<file path="config.mk">
export PLATFORM = sky130hd
export DESIGN_NAME = linkpm_ctrl
export DESIGN_NICKNAME = d
export VERILOG_FILES = /design/src/rtl/linkpm_ctrl.sv
export SDC_FILE = /design/constraint.sdc
export NUM_CORES = 1
export LEC_CHECK = 0
export BUFFER_PORTS_ARGS = -buffer_cell sky130_fd_sc_hd__buf_2
export CAP_MARGIN = 20
export CORE_AREA = 4 4 41 43
export DETAILED_ROUTE_END_ITERATION = 12
export DIE_AREA = 0 0 45 47
export PLACE_DENSITY_LB_ADDON = 0.3
export SYNTH_ARGS = -nofsm -noshare
export SYNTH_HDL_FRONTEND = slang
export SYNTH_SLANG_ARGS = --single-unit
</file>
<file path="constraint.sdc">
create_clock -name clk -period 1.3 [get_ports clk]
set_input_delay 0.065 -clock clk [delete_from_list [all_inputs] [get_ports clk]]
set_output_delay 0.065 -clock clk [all_outputs]
set_load 0.1 [all_outputs]
</file>
<file path="src/rtl/linkpm_ctrl.sv">
module linkpm_ctrl #(
  parameter int SYNC_STAGES = 2
) (
  input  logic       clk,
  input  logic       rst_n,
  input  logic       supply_ok,
  input  logic       rst_req,
  input  logic       stop_ins,
  input  logic       wait_ins,
  input  logic       wait_to_stop,
  input  logic       net_act,
  input  logic       wake_req,
  output logic [2:0] mode,
  output logic       clk_en,
  output logic       dl_hold,
  output logic       rx_block
);

  localparam logic [2:0] M_OFF  = 3'd0;
  localparam logic [2:0] M_RST  = 3'd1;
  localparam logic [2:0] M_RUN  = 3'd2;
  localparam logic [2:0] M_WAIT = 3'd3;
  localparam logic [2:0] M_STOP = 3'd4;
  localparam int         TOP    = SYNC_STAGES - 1;

  logic [TOP:0] na_sync, wk_sync;
  logic [2:0]   mode_q, mode_d;
  logic         wake_s;

  always_ff @(posedge clk or negedge rst_n) begin
    if (!rst_n) begin
      na_sync <= '0;
      wk_sync <= '0;
    end else begin
      na_sync <= {na_sync[TOP-1:0], net_act};
      wk_sync <= {wk_sync[TOP-1:0], wake_req};
    end
  end

  assign wake_s = na_sync[TOP] | wk_sync[TOP];

  always_comb begin
    mode_d = mode_q;
    case (mode_q)
      M_OFF:  if (supply_ok && rst_req) mode_d = M_RST;
      M_RST:  if (!supply_ok)           mode_d = M_OFF;
              else if (!rst_req)        mode_d = M_RUN;
      M_RUN:  if (rst_req || !supply_ok) mode_d = M_RST;
              else if (wake_s)           mode_d = M_RUN;
              else if (stop_ins || (wait_ins && wait_to_stop)) mode_d = M_STOP;
              else if (wait_ins)         mode_d = M_WAIT;
      M_WAIT, M_STOP:
              if (rst_req || !supply_ok) mode_d = M_RST;
              else if (wake_s)           mode_d = M_RUN;
      default: mode_d = M_RST;
    endcase
  end

  always_ff @(posedge clk or negedge rst_n) begin
    if (!rst_n) mode_q <= M_RST;
    else        mode_q <= mode_d;
  end

  assign mode     = mode_q;
  assign clk_en   = (mode_q == M_RST) || (mode_q == M_RUN) || (mode_q == M_WAIT);
  assign dl_hold  = (mode_q == M_RST) || (mode_q == M_OFF);
  assign rx_block = (mode_q == M_RST) || (mode_q == M_OFF) || (mode_q == M_STOP);

  p_mode_legal_r1: assert property (@(posedge clk) disable iff (!rst_n)
    mode_q <= M_STOP);

  p_reset_override_r2: assert property (@(posedge clk) disable iff (!rst_n)
    (rst_req && supply_ok) |=> (mode_q == M_RST));

  p_off_via_reset_r3: assert property (@(posedge clk) disable iff (!rst_n)
    (mode_q != M_RST && mode_q != M_OFF) |=> (mode_q != M_OFF));

  p_run_after_reset_r4: assert property (@(posedge clk) disable iff (!rst_n)
    (mode_q == M_RST && supply_ok && !rst_req) |=> (mode_q == M_RUN));

  p_stop_entry_r5: assert property (@(posedge clk) disable iff (!rst_n)
    (mode_q == M_RUN && supply_ok && !rst_req && !wake_s &&
     (stop_ins || (wait_ins && wait_to_stop))) |=> (mode_q == M_STOP));

  p_sleep_exit_r7: assert property (@(posedge clk) disable iff (!rst_n)
    ((mode_q == M_STOP || mode_q == M_WAIT) && supply_ok && !rst_req && wake_s)
      |=> (mode_q == M_RUN));

  p_clk_gated_r9: assert property (@(posedge clk) disable iff (!rst_n)
    $rose(clk_en) |-> (mode_q == M_RUN || mode_q == M_RST));

endmodule

</file>
**Word-level counts from Yosys, hierarchy flattened**

Index checks and enable logic that the tools add are counted.

- Add/subtract/negate cells: 0
- $mul: 0
- Bitwise gates (word level): 1
- Reduce and logical (&&, ||, !) cells: 12
- Eq/ne operators: 8
- Shift-type cells: 0
- $lt $le $gt $ge: 0
- Divide/modulo/power cells: 0
- Mux-type cells: 10

Operators by type and width:

| operator | number |
|---|---|
| $mux W3 | 9 |
| $pmux W3 S4 | 1 |
| $eq A3 B2 Y1 const B | 2 |
| $logic_or A1 B1 Y1 | 6 |
| $ne A3 B3 Y1 const B | 2 |
| $ne A5 B5 Y1 const B | 1 |
| $reduce_and A4 Y1 | 1 |
| $eq A3 B1 Y1 const B | 1 |
| $eq A3 B3 Y1 const B | 1 |
| $logic_not A3 Y1 | 1 |
| $logic_and A1 B1 Y1 | 2 |
| $ne A2 B2 Y1 const B | 1 |
| $reduce_or A2 Y1 | 1 |
| $logic_not A1 Y1 | 1 |
| $or A1 B1 Y1 | 1 |

- RAM bits: 0
- Latch bits: 0
- Register bits after elaboration: 7
- Input port bits: 9
- Memories: 0
- Bits in read-only memories: 0
- Logic and storage cells: 34

**Depth between registers and ports, before layout**

Gate-level depths: netlist (run 1).

- Word-level depth: 6
- Depth in mapped cells: 6

**Least setup slack after synthesis (run 1)**

No wires, ideal clock.

- Path type: reg-to-reg
- Start: register mode_q[2] (netlist: mode[2])
- End: register mode_q[1] (netlist: mode[1])
- Stages on the path, launching flop included: 4
- Data arrival time: 2.751 ns
- Setup slack: -1.574 ns
- Buffers on the path: 0
- Clock period less this slack: 2.874 ns
- Cells stage by stage: dfrtp_1 > nor2_1 > a22oi_2 > a32o_1

- Longest elaborated chain between the ends: 4

Ends and longest elaborated chain:

| element | line | text |
|---|---|---|
| from (decl) | 27 | `logic [2:0] mode_q, mode_d;` |
| from (signal assigned) | 61 | `else mode_q <= mode_d;` |
| $eq A3 B2 Y1 / $eq A3 B3 Y1 (equally long branches) | 44 | `case (mode_q)` |
| $reduce_or A2 Y1 | 44 |  |
| $ne A3 B3 Y1 (no line) | -- |  |
| $reduce_and A4 Y1 (no line) | -- |  |

Parallel ways exist; a longest one is shown, timed or not.
A chain may end at the register's enable or synchronous reset.

**Worst setup path in the final report (run 1)**

- Start: register mode_q[0] (netlist: mode[0])
- End: output port mode[0]

RTL lines:

| element | line | text |
|---|---|---|
| to (decl) | 13 | `output logic [2:0] mode,` |

No word-level cell between the ends.

==> results.tsv, run 1 <==
metric	value	unit
fin_skew	0.002025	ns
cts_buffers	3	
clock_latency	0.24	ns
fin_cells	84	
clkTransAtPathRegs	0.05	ns
via_per_inst	4.917	
dp.cells	72	
grt_max_degree	8	
synth_ff_type	dfrtp_1	
syn-num-nets	48	
synth-seq-cells	7	
ff2ff_setup_slack	-0.08	ns
worstRegToRegCells	5	
fin_tns_setup	-0.3333	ns
top_layer_used	met3	
crit_required	1.24	ns
met2_length	662	um
worstMarginPinSlew	0.3717	ns
firstDrtPassIters	4	
fin_crit	1.384	ns
slew_headroom	0.7522	
pin_count	15	
final-max-slew-violation-count	0	
grt_pass1_vias	428	
placed_area	633.1	sq um
setup_slack	-0.08391	ns
post-route-cell-area	808.3	sq um
period_share	1.065	
drt_iter0_markers	7	
io_buffers	14	
endpoint	mode[0]	
synth.yosys.seq_area_share	0.4563	
syn2layout_area_growth	109.1	%
total_leakage_power	0.0003380	uW
p_total	2185	uW
hold_viol_final	0	
antenna_found_initial	0	
cp.arrival	1.32	ns
dieArea	0.002115	sq mm
status	finished, violations left	
async_flop_share	1.000	
hold_class	input pin to flip-flop	
synth_area	386.6	sq um
drive_gt1_frac	0.6377	
antenna_left	0	
grt.overflow.total	0	
num-nets-final	79	
avgSynthCellArea	9.913	sq um
wirelength	1.152	mm
fillers	108	
dieWidth	45	um
cp-start-kind	flip-flop	
min_from	supply_ok	
cts_tree	built	
max_clock_freq	722.6	MHz
timing.rr.end	mode[0]	
htree_levels	1	
dp_slack	-0.1096	ns
syn_inst	39	
antennaDiodeCount	0	
grt_setup_unrepaired	true	
critical_path.startpoint	mode[0]	
setup_violations	5	
initial_core_util	0.2971	
path_class	flip-flop to primary output	
grt_pass1_wl	1.752	mm
core	0.001301	sq mm
track_usage	0.1181	
drv_cap	0	
detailed_place_hpwl	793.5	um
vias	413	
dr_wl_met3	54	um
wl_per_cell	13.71	um
yosys_warnings	0	
drc	0	
vdd_drop_max	1.717	mV
power_density	2703	mW/mm^2
clkSinkCount	7	
netlist-cell-type-count	22	
synth-edff-count	0	
wl_met1	436	um
gp_congestion	0.7677	
end_kind	primary output	
cp_max_fo	5	
root_buffer	clkbuf_4	
rows	13	
rr_startpoint	mode[0]	
failed_checks	negative setup slack	
cts_buffer_depth	2	
die_h	47	um
[cells in the final DEF, fill, tap and decap left out, drive strengths merged, types with 2 or more instances in the layout]
cell	n
buf	24
dfrtp	6
nor2	6
nand2	4
a21oi	4
clkbuf	4
dlygate4sd3	3
nand2b	3
nor3	2
[worst max-delay path: stages (launching register included)]
cell     delay [ns]
dfstp_4        0.65
buf_4          0.14
buf_4          0.13
buf_12         0.17
[logic make-up (layout without fill, tap and decap cells)]
| logic type | after synthesis | after routing | synth area share |
|---|---|---|---|
| buf+inv | 1 | 31 | 0.01293 |
| flops | 7 | 7 | 0.4563 |
| simple gates | 19 | 19 | 0.2751 |
| compound gates | 11 | 11 | 0.2330 |
| xor+xnor | 1 | 1 | 0.02266 |
[what timing repair did]
action	in CTS	in global routing
setup buffers	4	1
hold buffers	3	0
endpoints found under the setup margin	4	6
endpoints found under the hold margin	9	0
pin swaps	6	2
resized for setup	7	6
[stage by stage]
step / hold WS, ns / util
6_report: 0.1335 / 0.6212
5_1_grt: 0.1369 / 0.6212
3_5_place_dp: -0.1006 / 0.4865
3_3_place_gp: -0.09997 / 0.4865
4_1_cts: 0.1182 / 0.5808
2_1_floorplan: -0.2306 / -
[report_power, final]
group | switching (uW) | internal (uW)
combinational | 943 | 711
clock | 67.2 | 116
sequential | 65.3 | 282
total | 1080 | 1110
[cell usage after synthesis, drive strengths merged (2+ instances only)]
library cell | n | share of area
nor3 | 2 | 0.039
nand2b | 3 | 0.055
dfrtp | 6 | 0.39
a21oi | 4 | 0.052
nor2 | 6 | 0.058
nand2 | 4 | 0.039
[routing by layer]
metal,vias to the layer above,GRT usage
met5,-,0
met4,0,0.05263
met3,0,0.02299
met2,17,0.2232
met1,194,0.1265
li1,202,-
[registers in the layout, summed over array words and instances (netlist names)]
register  count
mode          3
na_sync       2
wk_sync       2
[worst min path at each step]
| stage | to | cells after the start |
|---|---|---|
| floorplan | mode[1] | 0 |
| global route | mode[1] | 2 |
| global placement | wk_sync[0] | 1 |
| CTS | mode[1] | 2 |
| detailed placement | wk_sync[0] | 1 |
| finish | mode[1] | 2 |
[final cells by class]
type / count / area (sq um) / area share
multi-input combinational: 31 / 297.8 / 0.3684
timing repair buffer: 27 / 280.3 / 0.3467
sequential: 7 / 185.2 / 0.2291
clock buffer: 4 / 26.28 / 0.03251
tap: 15 / 18.77 / 0.02322
(Power assumes the default switching activity.)
==> run 2, diff against run 1 <==
--- a/config.mk
+++ b/config.mk
@@ -11,6 +11,8 @@
 export DETAILED_ROUTE_END_ITERATION = 12
 export DIE_AREA = 0 0 45 47
 export PLACE_DENSITY_LB_ADDON = 0.3
+export SETUP_SLACK_MARGIN = 0.4
 export SYNTH_ARGS = -nofsm -noshare
 export SYNTH_HDL_FRONTEND = slang
 export SYNTH_SLANG_ARGS = --single-unit
+export TNS_END_PERCENT = 20
==> run 2 against run 1 <==
Effect of this change: the flow still finishes with violations (negative setup slack); sequential power grew 3%; register-to-register slack is essentially flat; die area is the same; via count grew 1.2%; flip-flop and latch count is the same; final area shrank 5.0%; sequential share of layout area grew 1.2 points; fmax shrank 0.16%; non-clock buffer count shrank 1; highest routed layer is now met4.
==> results.tsv, run 2 (same netlist as run 1, synthesis figures left out) <==
metric	value	unit
fin_skew	0.003744	ns
fillers	115	
grt_pass1_wl	1.731	mm
fin_cells	83	
multi_input_area	276.5	sq um
grt_pass1_vias	415	
slew_headroom	0.7995	
via_per_inst	5.036	
drive_gt1_frac	0.6029	
hold_class	input pin to flip-flop	
cp.arrival	1.32	ns
worstMarginPinSlew	0.2984	ns
drc	0	
cp_max_fo	5	
grt_max_degree	8	
p_total	2131	uW
vdd_drop_max	1.280	mV
clkTransAtPathRegs	0.05	ns
fin_crit	1.386	ns
power_density	2774	mW/mm^2
dp.cells	73	
end_kind	primary output	
cp-start-kind	flip-flop	
die_h	47	um
total_leakage_power	0.0003260	uW
drv_cap	0	
root_buffer	clkbuf_4	
num-nets-final	78	
failed_checks	negative setup slack	
antenna_found_initial	0	
core	0.001301	sq mm
final-max-slew-violation-count	0	
path_class	flip-flop to primary output	
cts_buffer_depth	2	
final_cell_mix	buf_2 (8), buf_4 (8), buf_12 (6), nand2_1 (4), dfrtp_1 (4)	
track_usage	0.1109	
antennaDiodeCount	0	
max_clock_freq	721.4	MHz
gp_congestion	0.8146	
wirelength	1.082	mm
wl_per_cell	13.04	um
initial_core_util	0.2971	
grt.overflow.total	0	
setup_slack	-0.08619	ns
htree_levels	1	
dp_slack	-0.09648	ns
clkSinkCount	7	
rows	13	
cts_tree	built	
period_share	1.066	
io_buffers	14	
timing.hold.ws	0.1338	ns
setup_violations	5	
largest_reg_flops	3	
firstDrtPassIters	4	
clock_latency	0.24	ns
antenna_left	0	
dieArea	0.002115	sq mm
drt_iter0_markers	7	
status	finished, violations left	
detailed_place_hpwl	763.6	um
cts_buffers	3	
dieWidth	45	um
fin_tns_setup	-0.3805	ns
pin_count	15	
grt_setup_unrepaired	true	
vias	418	
crit_required	1.24	ns
syn2layout_area_growth	98.71	%
hold_viol_final	0	
seqCellArea	185.2	sq um
-- run 2: cell types whose count changed in the layout (fill, tap and decap cells not counted) --
cell / before / now
and3_1: 0 / 1
and3_4: 1 / 0
buf_4: 6 / 8
buf_6: 4 / 1
nor4_2: 0 / 1
nor4_4: 1 / 0
o32ai_1: 0 / 1
o32ai_2: 1 / 0
-- run 2: worst paths after layout --
| kind | cells after the start | from | slack [ns] | end |
|---|---|---|---|---|
| hold reg to reg | 0 | wk_sync[0] | 0.34 | wk_sync[1] |
| min in group asynchronous | 2 | rst_n | 0.19 | na_sync[1] |
| max in group asynchronous | 2 | rst_n | 0.89 | mode[0] |
| setup / recovery | 4 | mode[0] | -0.09 | rx_block |
| hold / removal | 2 | supply_ok | 0.13 | mode[1] |
| setup reg to reg | 4 | mode[0] | -0.08 | mode[1] |
-- run 2: report_power, final --
part / internal [uW] / total [uW] / switching (uW)
Combinational: 688 / 1590 / 903
Clock: 116 / 184 / 68.0
Sequential: 282 / 356 / 74.1
-- run 2: what timing repair did --
action	CTS	global route
hold buffers	3	0
endpoints found under the hold margin	9	0
pin swaps	4	2
gates resized for setup	4	4
buffers inserted	3	0
endpoints found under the setup margin	9	9
-- run 2: area by class of cell --
cell class | count | share of cell area
well taps | 15 | 0.02443
repair buffers | 26 | 0.3404
multi-input cells | 31 | 0.3599
flip-flops and latches | 7 | 0.2410
clock buffers | 4 | 0.03420
-- run 2: worst max-delay path: stages (launching register included) --
cell and delay [ns]:
dfstp_4 0.65, buf_4 0.12, buf_4 0.10, a21oi_4 0.05
buf_12 0.16
-- run 2: per-layer routing --
metal | up-vias | GRT usage | routed length (um)
met5 | - | 0 | 0
met4 | 0 | 0.05263 | 14
met3 | 2 | 0.01149 | 46
met2 | 12 | 0.2006 | 572
li1 | 196 | - | -
met1 | 208 | 0.1311 | 449
-- run 2: stage by stage --
step,utilization,area [sq um]
3_3_place_gp,0.4923,640.6
6_report,0.5904,768.2
4_1_cts,0.5663,737.0
2_1_floorplan,-,427.9
3_5_place_dp,0.4923,640.6
5_1_grt,0.5904,768.2
